[config.mk]
export PLATFORM = sky130hd
export DESIGN_NAME = pad_irq_mux
export DESIGN_NICKNAME = d
export VERILOG_FILES = /design/src/rtl/pim_pkg.sv /design/src/rtl/pim_sync.sv /design/src/rtl/pim_regs.sv /design/src/rtl/pim_chan.sv /design/src/rtl/pad_irq_mux.sv
export SDC_FILE = /design/constraint.sdc
export NUM_CORES = 1
export LEC_CHECK = 0
export BUFFER_PORTS_ARGS = -buffer_cell sky130_fd_sc_hd__buf_2
export CAP_MARGIN = 20
export CORE_UTILIZATION = 40
export DETAILED_ROUTE_END_ITERATION = 7
export GPL_TIMING_DRIVEN = 0
export SYNTH_ARGS = -nofsm -noshare
export SYNTH_HDL_FRONTEND = slang
export SYNTH_SLANG_ARGS = --single-unit
[constraint.sdc]
create_clock -name clk -period 2.9 [get_ports clk]
set_input_delay 0.145 -clock clk [delete_from_list [all_inputs] [get_ports clk]]
set_output_delay 0.145 -clock clk [all_outputs]
set_load 0.1 [all_outputs]
[src/rtl/pim_pkg.sv]
package pim_pkg;
  parameter int SEL_W  = 8;   // pad selector width
  parameter int FLT_W  = 4;   // filter length width
  parameter int NUM_CH = 8;   // output channels
  parameter int REG_W  = 32;  // register word width

  typedef struct packed {
    logic             edge_md;  // 1 = edge sensing
    logic             act_low;  // 1 = low level / falling edge
    logic [SEL_W-1:0] sel;      // pad index
    logic [FLT_W-1:0] flt;      // filter length, 0 = bypass
  } ch_cfg_t;
endpackage

[src/rtl/pim_sync.sv]
module pim_sync #(
  parameter int W = 8
) (
  input  logic         clk,
  input  logic         rst,
  input  logic [W-1:0] d_i,
  output logic [W-1:0] q_o
);
  logic [W-1:0] meta_q;
  logic [W-1:0] stab_q;

  always_ff @(posedge clk) begin
    if (rst) begin
      meta_q <= '0;
      stab_q <= '0;
    end else begin
      meta_q <= d_i;
      stab_q <= meta_q;
    end
  end

  assign q_o = stab_q;
endmodule

[src/rtl/pim_regs.sv]
module pim_regs
  import pim_pkg::*;
#(
  parameter int ADDR_W = 4
) (
  input  logic                      clk,
  input  logic                      rst,
  input  logic                      wr_i,
  input  logic                      rd_i,
  input  logic [ADDR_W-1:0]         addr_i,
  input  logic [REG_W-1:0]          wdata_i,
  output logic [REG_W-1:0]          rdata_o,
  output ch_cfg_t [NUM_CH-1:0]      cfg_o,
  output logic [NUM_CH-1:0]         reload_o
);
  localparam int CPW       = REG_W / SEL_W;             // selectors per word
  localparam int SEL_WORDS = (NUM_CH + CPW - 1) / CPW;
  localparam int TRIG_IDX  = 0;
  localparam int SEL_BASE  = 1;
  localparam int FLT_IDX   = SEL_BASE + SEL_WORDS;
  localparam int NUM_WORDS = FLT_IDX + 1;
  localparam int LOW_BASE  = REG_W / 2;
  localparam int WORD_W    = ADDR_W - 2;

  logic [NUM_CH-1:0] mode_q;
  logic [NUM_CH-1:0] low_q;
  logic [SEL_W-1:0]  sel_q [NUM_CH];
  logic [FLT_W-1:0]  flt_q [NUM_CH];
  logic [NUM_CH-1:0] reload_q;
  logic [REG_W-1:0]  rdata_q;
  logic [REG_W-1:0]  img [NUM_WORDS];

  logic              aligned;
  logic [WORD_W-1:0] word;

  assign aligned = (addr_i[1:0] == 2'b00);
  assign word    = addr_i[ADDR_W-1:2];

  // register writes and per-channel reload strobes
  always_ff @(posedge clk) begin
    if (rst) begin
      mode_q   <= '0;
      low_q    <= '0;
      reload_q <= '0;
      for (int c = 0; c < NUM_CH; c++) begin
        sel_q[c] <= '0;
        flt_q[c] <= '0;
      end
    end else begin
      reload_q <= '0;
      if (wr_i && aligned) begin
        for (int c = 0; c < NUM_CH; c++) begin
          if (int'(word) == TRIG_IDX) begin
            mode_q[c]   <= wdata_i[c];
            low_q[c]    <= wdata_i[LOW_BASE + c];
            reload_q[c] <= 1'b1;
          end
          if (int'(word) == SEL_BASE + c / CPW) begin
            sel_q[c]    <= wdata_i[(c % CPW) * SEL_W +: SEL_W];
            reload_q[c] <= 1'b1;
          end
          if (int'(word) == FLT_IDX) begin
            flt_q[c] <= wdata_i[c * FLT_W +: FLT_W];
          end
        end
      end
    end
  end

  // read image of all words
  always_comb begin
    for (int w = 0; w < NUM_WORDS; w++) img[w] = '0;
    for (int c = 0; c < NUM_CH; c++) begin
      img[TRIG_IDX][c]                                = mode_q[c];
      img[TRIG_IDX][LOW_BASE + c]                     = low_q[c];
      img[SEL_BASE + c / CPW][(c % CPW) * SEL_W +: SEL_W] = sel_q[c];
      img[FLT_IDX][c * FLT_W +: FLT_W]                = flt_q[c];
    end
  end

  always_ff @(posedge clk) begin
    if (rst) begin
      rdata_q <= '0;
    end else if (rd_i) begin
      rdata_q <= (aligned && int'(word) < NUM_WORDS) ? img[word] : '0;
    end
  end

  generate
    for (genvar g = 0; g < NUM_CH; g++) begin : g_cfg
      assign cfg_o[g].edge_md = mode_q[g];
      assign cfg_o[g].act_low = low_q[g];
      assign cfg_o[g].sel     = sel_q[g];
      assign cfg_o[g].flt     = flt_q[g];
    end
  endgenerate

  assign reload_o = reload_q;
  assign rdata_o  = rdata_q;

  AST_TRIG_RSVD_ZERO: assert property (@(posedge clk) disable iff (rst)
    (rd_i && addr_i == '0) |=> (rdata_o[LOW_BASE-1:NUM_CH] == '0 && rdata_o[REG_W-1:LOW_BASE+NUM_CH] == '0));
endmodule

[src/rtl/pim_chan.sv]
module pim_chan
  import pim_pkg::*;
#(
  parameter int PAD_SPAN = 256
) (
  input  logic                clk,
  input  logic                rst,
  input  logic [PAD_SPAN-1:0] pads_i,
  input  ch_cfg_t             cfg_i,
  input  logic                reload_i,
  output logic                irq_o
);
  logic             raw;
  logic             filt_q, filt_d;
  logic             prev_q;
  logic             irq_q;
  logic [FLT_W-1:0] cnt_q, cnt_d;
  logic [FLT_W:0]   cnt_inc;

  assign raw     = pads_i[cfg_i.sel];
  assign cnt_inc = {1'b0, cnt_q} + 1'b1;

  // glitch filter: accept a new value after flt consecutive samples
  always_comb begin
    filt_d = filt_q;
    cnt_d  = '0;
    if (cfg_i.flt == '0) begin
      filt_d = raw;
    end else if (raw != filt_q) begin
      if (cnt_inc >= {1'b0, cfg_i.flt}) begin
        filt_d = raw;
      end else begin
        cnt_d = cnt_inc[FLT_W-1:0];
      end
    end
  end

  always_ff @(posedge clk) begin
    if (rst) begin
      filt_q <= 1'b0;
      prev_q <= 1'b0;
      cnt_q  <= '0;
      irq_q  <= 1'b0;
    end else if (reload_i) begin
      filt_q <= raw;
      prev_q <= raw;
      cnt_q  <= '0;
      irq_q  <= cfg_i.edge_md ? 1'b0 : (raw ^ cfg_i.act_low);
    end else begin
      filt_q <= filt_d;
      prev_q <= filt_q;
      cnt_q  <= cnt_d;
      if (cfg_i.edge_md) begin
        irq_q <= cfg_i.act_low ? (prev_q & ~filt_q) : (~prev_q & filt_q);
      end else begin
        irq_q <= filt_q ^ cfg_i.act_low;
      end
    end
  end

  assign irq_o = irq_q;

  AST_EDGE_ONE_SHOT: assert property (@(posedge clk) disable iff (rst)
    (cfg_i.edge_md && irq_q && !reload_i) |=> !irq_q);
  AST_RELOAD_QUIET: assert property (@(posedge clk) disable iff (rst)
    (reload_i && cfg_i.edge_md) |=> !irq_q);
  AST_FILTER_HOLD: assert property (@(posedge clk) disable iff (rst)
    (cfg_i.flt != '0 && raw == filt_q && !reload_i) |=> $stable(filt_q));
  AST_LEVEL_FOLLOW: assert property (@(posedge clk) disable iff (rst)
    (!cfg_i.edge_md && !reload_i) |=> (irq_q == (prev_q ^ $past(cfg_i.act_low))));
endmodule

[src/rtl/pad_irq_mux.sv]
module pad_irq_mux
  import pim_pkg::*;
#(
  parameter int NUM_PADS = 134,
  parameter int ADDR_W   = 4
) (
  input  logic                clk,
  input  logic                rst,
  input  logic [NUM_PADS-1:0] pad_in,
  input  logic                bus_wr,
  input  logic                bus_rd,
  input  logic [ADDR_W-1:0]   bus_addr,
  input  logic [REG_W-1:0]    bus_wdata,
  output logic [REG_W-1:0]    bus_rdata,
  output logic [NUM_CH-1:0]   irq_out
);
  localparam int PAD_SPAN = 1 << SEL_W;

  logic [NUM_PADS-1:0]  pad_s;
  logic [PAD_SPAN-1:0]  pad_ext;
  ch_cfg_t [NUM_CH-1:0] cfg;
  logic [NUM_CH-1:0]    reload;

  pim_sync #(.W(NUM_PADS)) u_sync (
    .clk (clk),
    .rst (rst),
    .d_i (pad_in),
    .q_o (pad_s)
  );

  // selectors beyond the pad count land on zero-filled positions
  assign pad_ext = PAD_SPAN'(pad_s);

  pim_regs #(.ADDR_W(ADDR_W)) u_regs (
    .clk      (clk),
    .rst      (rst),
    .wr_i     (bus_wr),
    .rd_i     (bus_rd),
    .addr_i   (bus_addr),
    .wdata_i  (bus_wdata),
    .rdata_o  (bus_rdata),
    .cfg_o    (cfg),
    .reload_o (reload)
  );

  generate
    for (genvar g = 0; g < NUM_CH; g++) begin : g_chan
      pim_chan #(.PAD_SPAN(PAD_SPAN)) u_chan (
        .clk      (clk),
        .rst      (rst),
        .pads_i   (pad_ext),
        .cfg_i    (cfg[g]),
        .reload_i (reload[g]),
        .irq_o    (irq_out[g])
      );
    end
  endgenerate
endmodule

==> results.ini <==
[sta]
tightest_slew_ns = 1.06
fin_crit_sh = 1.11
max_freq_ghz = 0.311
setup_tns_ns = -3.44
hold_viol = 0
worst_slack_ns = -0.313
final.setup_skew_ns = 0.0418
fin_crit_ns = 3.21
rsz0062_at_grt = yes
setup_viol = 24
slew_headroom = 0.291
report.final.slew_viol_count = 0

[floorplanning]
ioPinCount = 214
die-area_um2 = 65700
fp.dieW_um = 256
row_count = 92
coreArea_um2 = 63400
dieHeight_um = 256
start_util = 0.408

[pwr]
power_leakage_uw = 0.0130
switchingPower_uw = 4910
finalPower_uw = 17600
p_comb_frac = 0.190
p_per_area_nw_per_um2 = 524
p_int_uw = 12700
seqPwrFrac = 0.423
ir_drop_mv = 0.378
clkPwrFrac = 0.387
sw_frac_of_total = 0.279

[route]
drtPass1Iterations = 5
drtAntennaViolNets = 0
via_per_inst = 5.96
avgRoutedWirePerCell_um = 29.1
drt-total-wl_mm = 105
vias = 21500
drt_iter0_drc = 2436
drcViolationCount = 0

[logic_synthesis]
synth_mux_area_frac = 0.275
synth_top_family_by_area = multiplexers
syn_avg_cell_area_um2 = 11.6
ys.flop_type = dfxtp_1
async_flop_share = 0
synth-edff-count = 96
yosysSeqAreaShare = 0.401
synthCells = 2231
ys_top_cells_by_area = dfxtp_1 29%, mux4_2 23%, edfxtp_1 11%
netlist_area_um2 = 25900
synth_xor_area_frac = 0.00876
synth_top_area_cell = dfxtp_1
synth.distinct_cells = 82
ys_warn_count = 0
synthSimpleGateAreaFrac = 0.172
synth-adder-area-share = 0.0194
syn-num-nets = 2445
ys_ff_latch = 470
synth_compound_area_frac = 0.0863
synth_top_area_frac = 0.290

[cts]
clk_pin_slew_ns = 0.07
clockBufferDepth = 3
clock_sinks = 470
insertion_delay_ns = 0.61
root_buffer = clkbuf_16
cts_buffers = 49
cts_tree = done
cts_max_level = 2

[setup_path]
critPathKind = flip-flop to flip-flop
crit_path_end_kind = flip-flop
crit_slowest_cell = clkbuf_1
critical_path.cell_chain = clkbuf_1 -> nand2_1 -> a221oi_2 -> o211ai_1 -> and4b_1 -> a211oi_4 -> buf_12 -> xor2_4 -> nor3b_1
ff2ff_setup_slack_ns = -0.31
crit_required_ns = 3.38
start_kind = flip-flop
worstPathArrival_ns = 3.70
slowest_delay_ns = 0.75
reg2reg_to = g_chan[3].u_chan.cnt_q[3]
r2r-start = u_regs.sel_q[0][28]
r2r_cells = 9
cp_max_fo = 9

[global_routing]
grt_pass1_wl_mm = 149
grt_util_all_layers = 0.316
first_global_vias = 21400
antenna_found_initial = 2
overflow = 0
grt_max_degree = 33

[status]
violations = setup timing
outcome = finished with violations

[place]
dpl.hpwl_mm = 78.0
port_buffers = 213
postPlaceCellArea_um2 = 28100
gp_congestion = 1.03
dpl.cell_count = 3300

[run]
cap_violations = 0

[min_path]
hold_start = bus_addr[1]
hp-class = primary input to flip-flop
hold_depth = 3
hold_end = u_regs.sel_q[1][4]

[layout]
syn2layout_area_growth_pct = 30.0
fin_cells = 3614
diodes = 0
drive_gt1_frac = 0.325
nets = 2942
layout_common_cells = 374 x dfxtp_1, 334 x nor2b_1, 265 x mux4_2
fillers = 5423
final_area_um2 = 33600
final_common_cell = dfxtp_1

## area by class of cell
cell class              instances  area [µm²]  area share
multi-input cells            1534       15400       0.457
flip-flops and latches        470       10400       0.308
repair buffers                461        3660       0.109
clock buffers                  67        1440      0.0428
plain buffers                 155        1190      0.0355
well taps                     846        1060      0.0315
clock inverters                24         325     0.00968
inverters                      57         215     0.00640
## state kept, by name, indices dropped and copies added, names as in the netlist
register	cells
u_sync.meta_q	134
u_sync.q_o	134
u_regs.sel_q	64
g_chan.u_chan.cnt_q	32
u_regs.flt_q	32
u_regs.rdata_o	32
g_chan.u_chan.filt_q	8
g_chan.u_chan.irq_o	8
g_chan.u_chan.prev_q	8
u_regs.low_q	8
u_regs.mode_q	8
u_regs.reload_o	2
## power groups by stage
| stage | combinational (µW) | clock [µW] | sequential, µW |
|---|---|---|---|
| 5_1_grt | 3500 | 7170 | 7470 |
| 6_report | 3350 | 6810 | 7450 |
| 3_3_place_gp | 2640 | 0 | 7530 |
| 3_5_place_dp | 2680 | 0 | 7530 |
| 4_1_cts | 3200 | 6900 | 7420 |
| 2_1_floorplan | 1700 | 0 | 7390 |
## worst max-delay path by stage
stage	start	end	slack, ns	depth (start not counted)
floorplan	u_regs.sel_q[1][16]	g_chan[6].u_chan.cnt_q[0]	0.15	9
global placement	u_regs.sel_q[1][9]	g_chan[5].u_chan.irq_o	-1.94	9
detailed placement	u_regs.sel_q[1][17]	g_chan[6].u_chan.irq_o	-1.56	8
CTS	rst	u_regs.sel_q[1][25]	-0.27	5
global route	u_regs.sel_q[0][24]	g_chan[3].u_chan.cnt_q[3]	-0.24	11
finish	u_regs.sel_q[0][28]	g_chan[3].u_chan.cnt_q[3]	-0.31	9
## repair_timing
item,CTS,global route
resized for setup,252,77
setup endpoints to repair,152,92
hold buffers,169,0
cloned,5,1
pin swaps,38,27
endpoints found under the hold margin,239,0
buffers inserted,51,16
## worst max-delay path, delay by kind of cell, from the launching register on
family / cells / cell delay (ns)
buffers and inverters: 2 / 0.92
xor gates and xnor gates: 1 / 0.24
AOI/OAI and AO/OA: 3 / 0.87
and+or+nand+nor: 3 / 0.71
DFF: 1 / 0.32
## synthesized netlist by cell type (all sizes together), types with 14 or more instances
cell      n
mux4    265
a211oi   25
xor2     16
clkbuf  103
nor3     19
and3     29
dfxtp   374
o21ai    22
o22ai    14
nor4     14
buf      67
mux2     50
mux2i    59
nand2    89
a22o     20
edfxtp   96
nor2b   340
nand3    26
a21oi    82
and2     45
a22oi    51
nand2b   41
inv      56
ha       40
nor2    117
## cells by family (layout without fill, tap and decap cells)
logic type	Yosys count	after routing
compound gates	315	315
flops	470	470
xor+xnor	25	25
buf+inv	227	764
simple gates	780	780
mux	374	374
fa+ha+maj	40	40
## through the flow
stage               hold WS, ns  utilization  setup slack, ns
global placement          0.346        0.441            -1.94
global route             0.0739        0.530           -0.236
finish                   0.0684        0.530           -0.313
CTS                      0.0490        0.522           -0.269
floorplan                 0.222            -            0.153
detailed placement        0.345        0.443            -1.56
## metal layers
layer / vias up / global-route usage / share of wire
met5: - / 0 / 0.00010
li1: 9365 / - / -
met4: 2 / 0.144 / 0.051
met1: 10800 / 0.386 / 0.38
met2: 1123 / 0.521 / 0.48
met3: 233 / 0.0819 / 0.088
(Power assumes the default switching activity.)
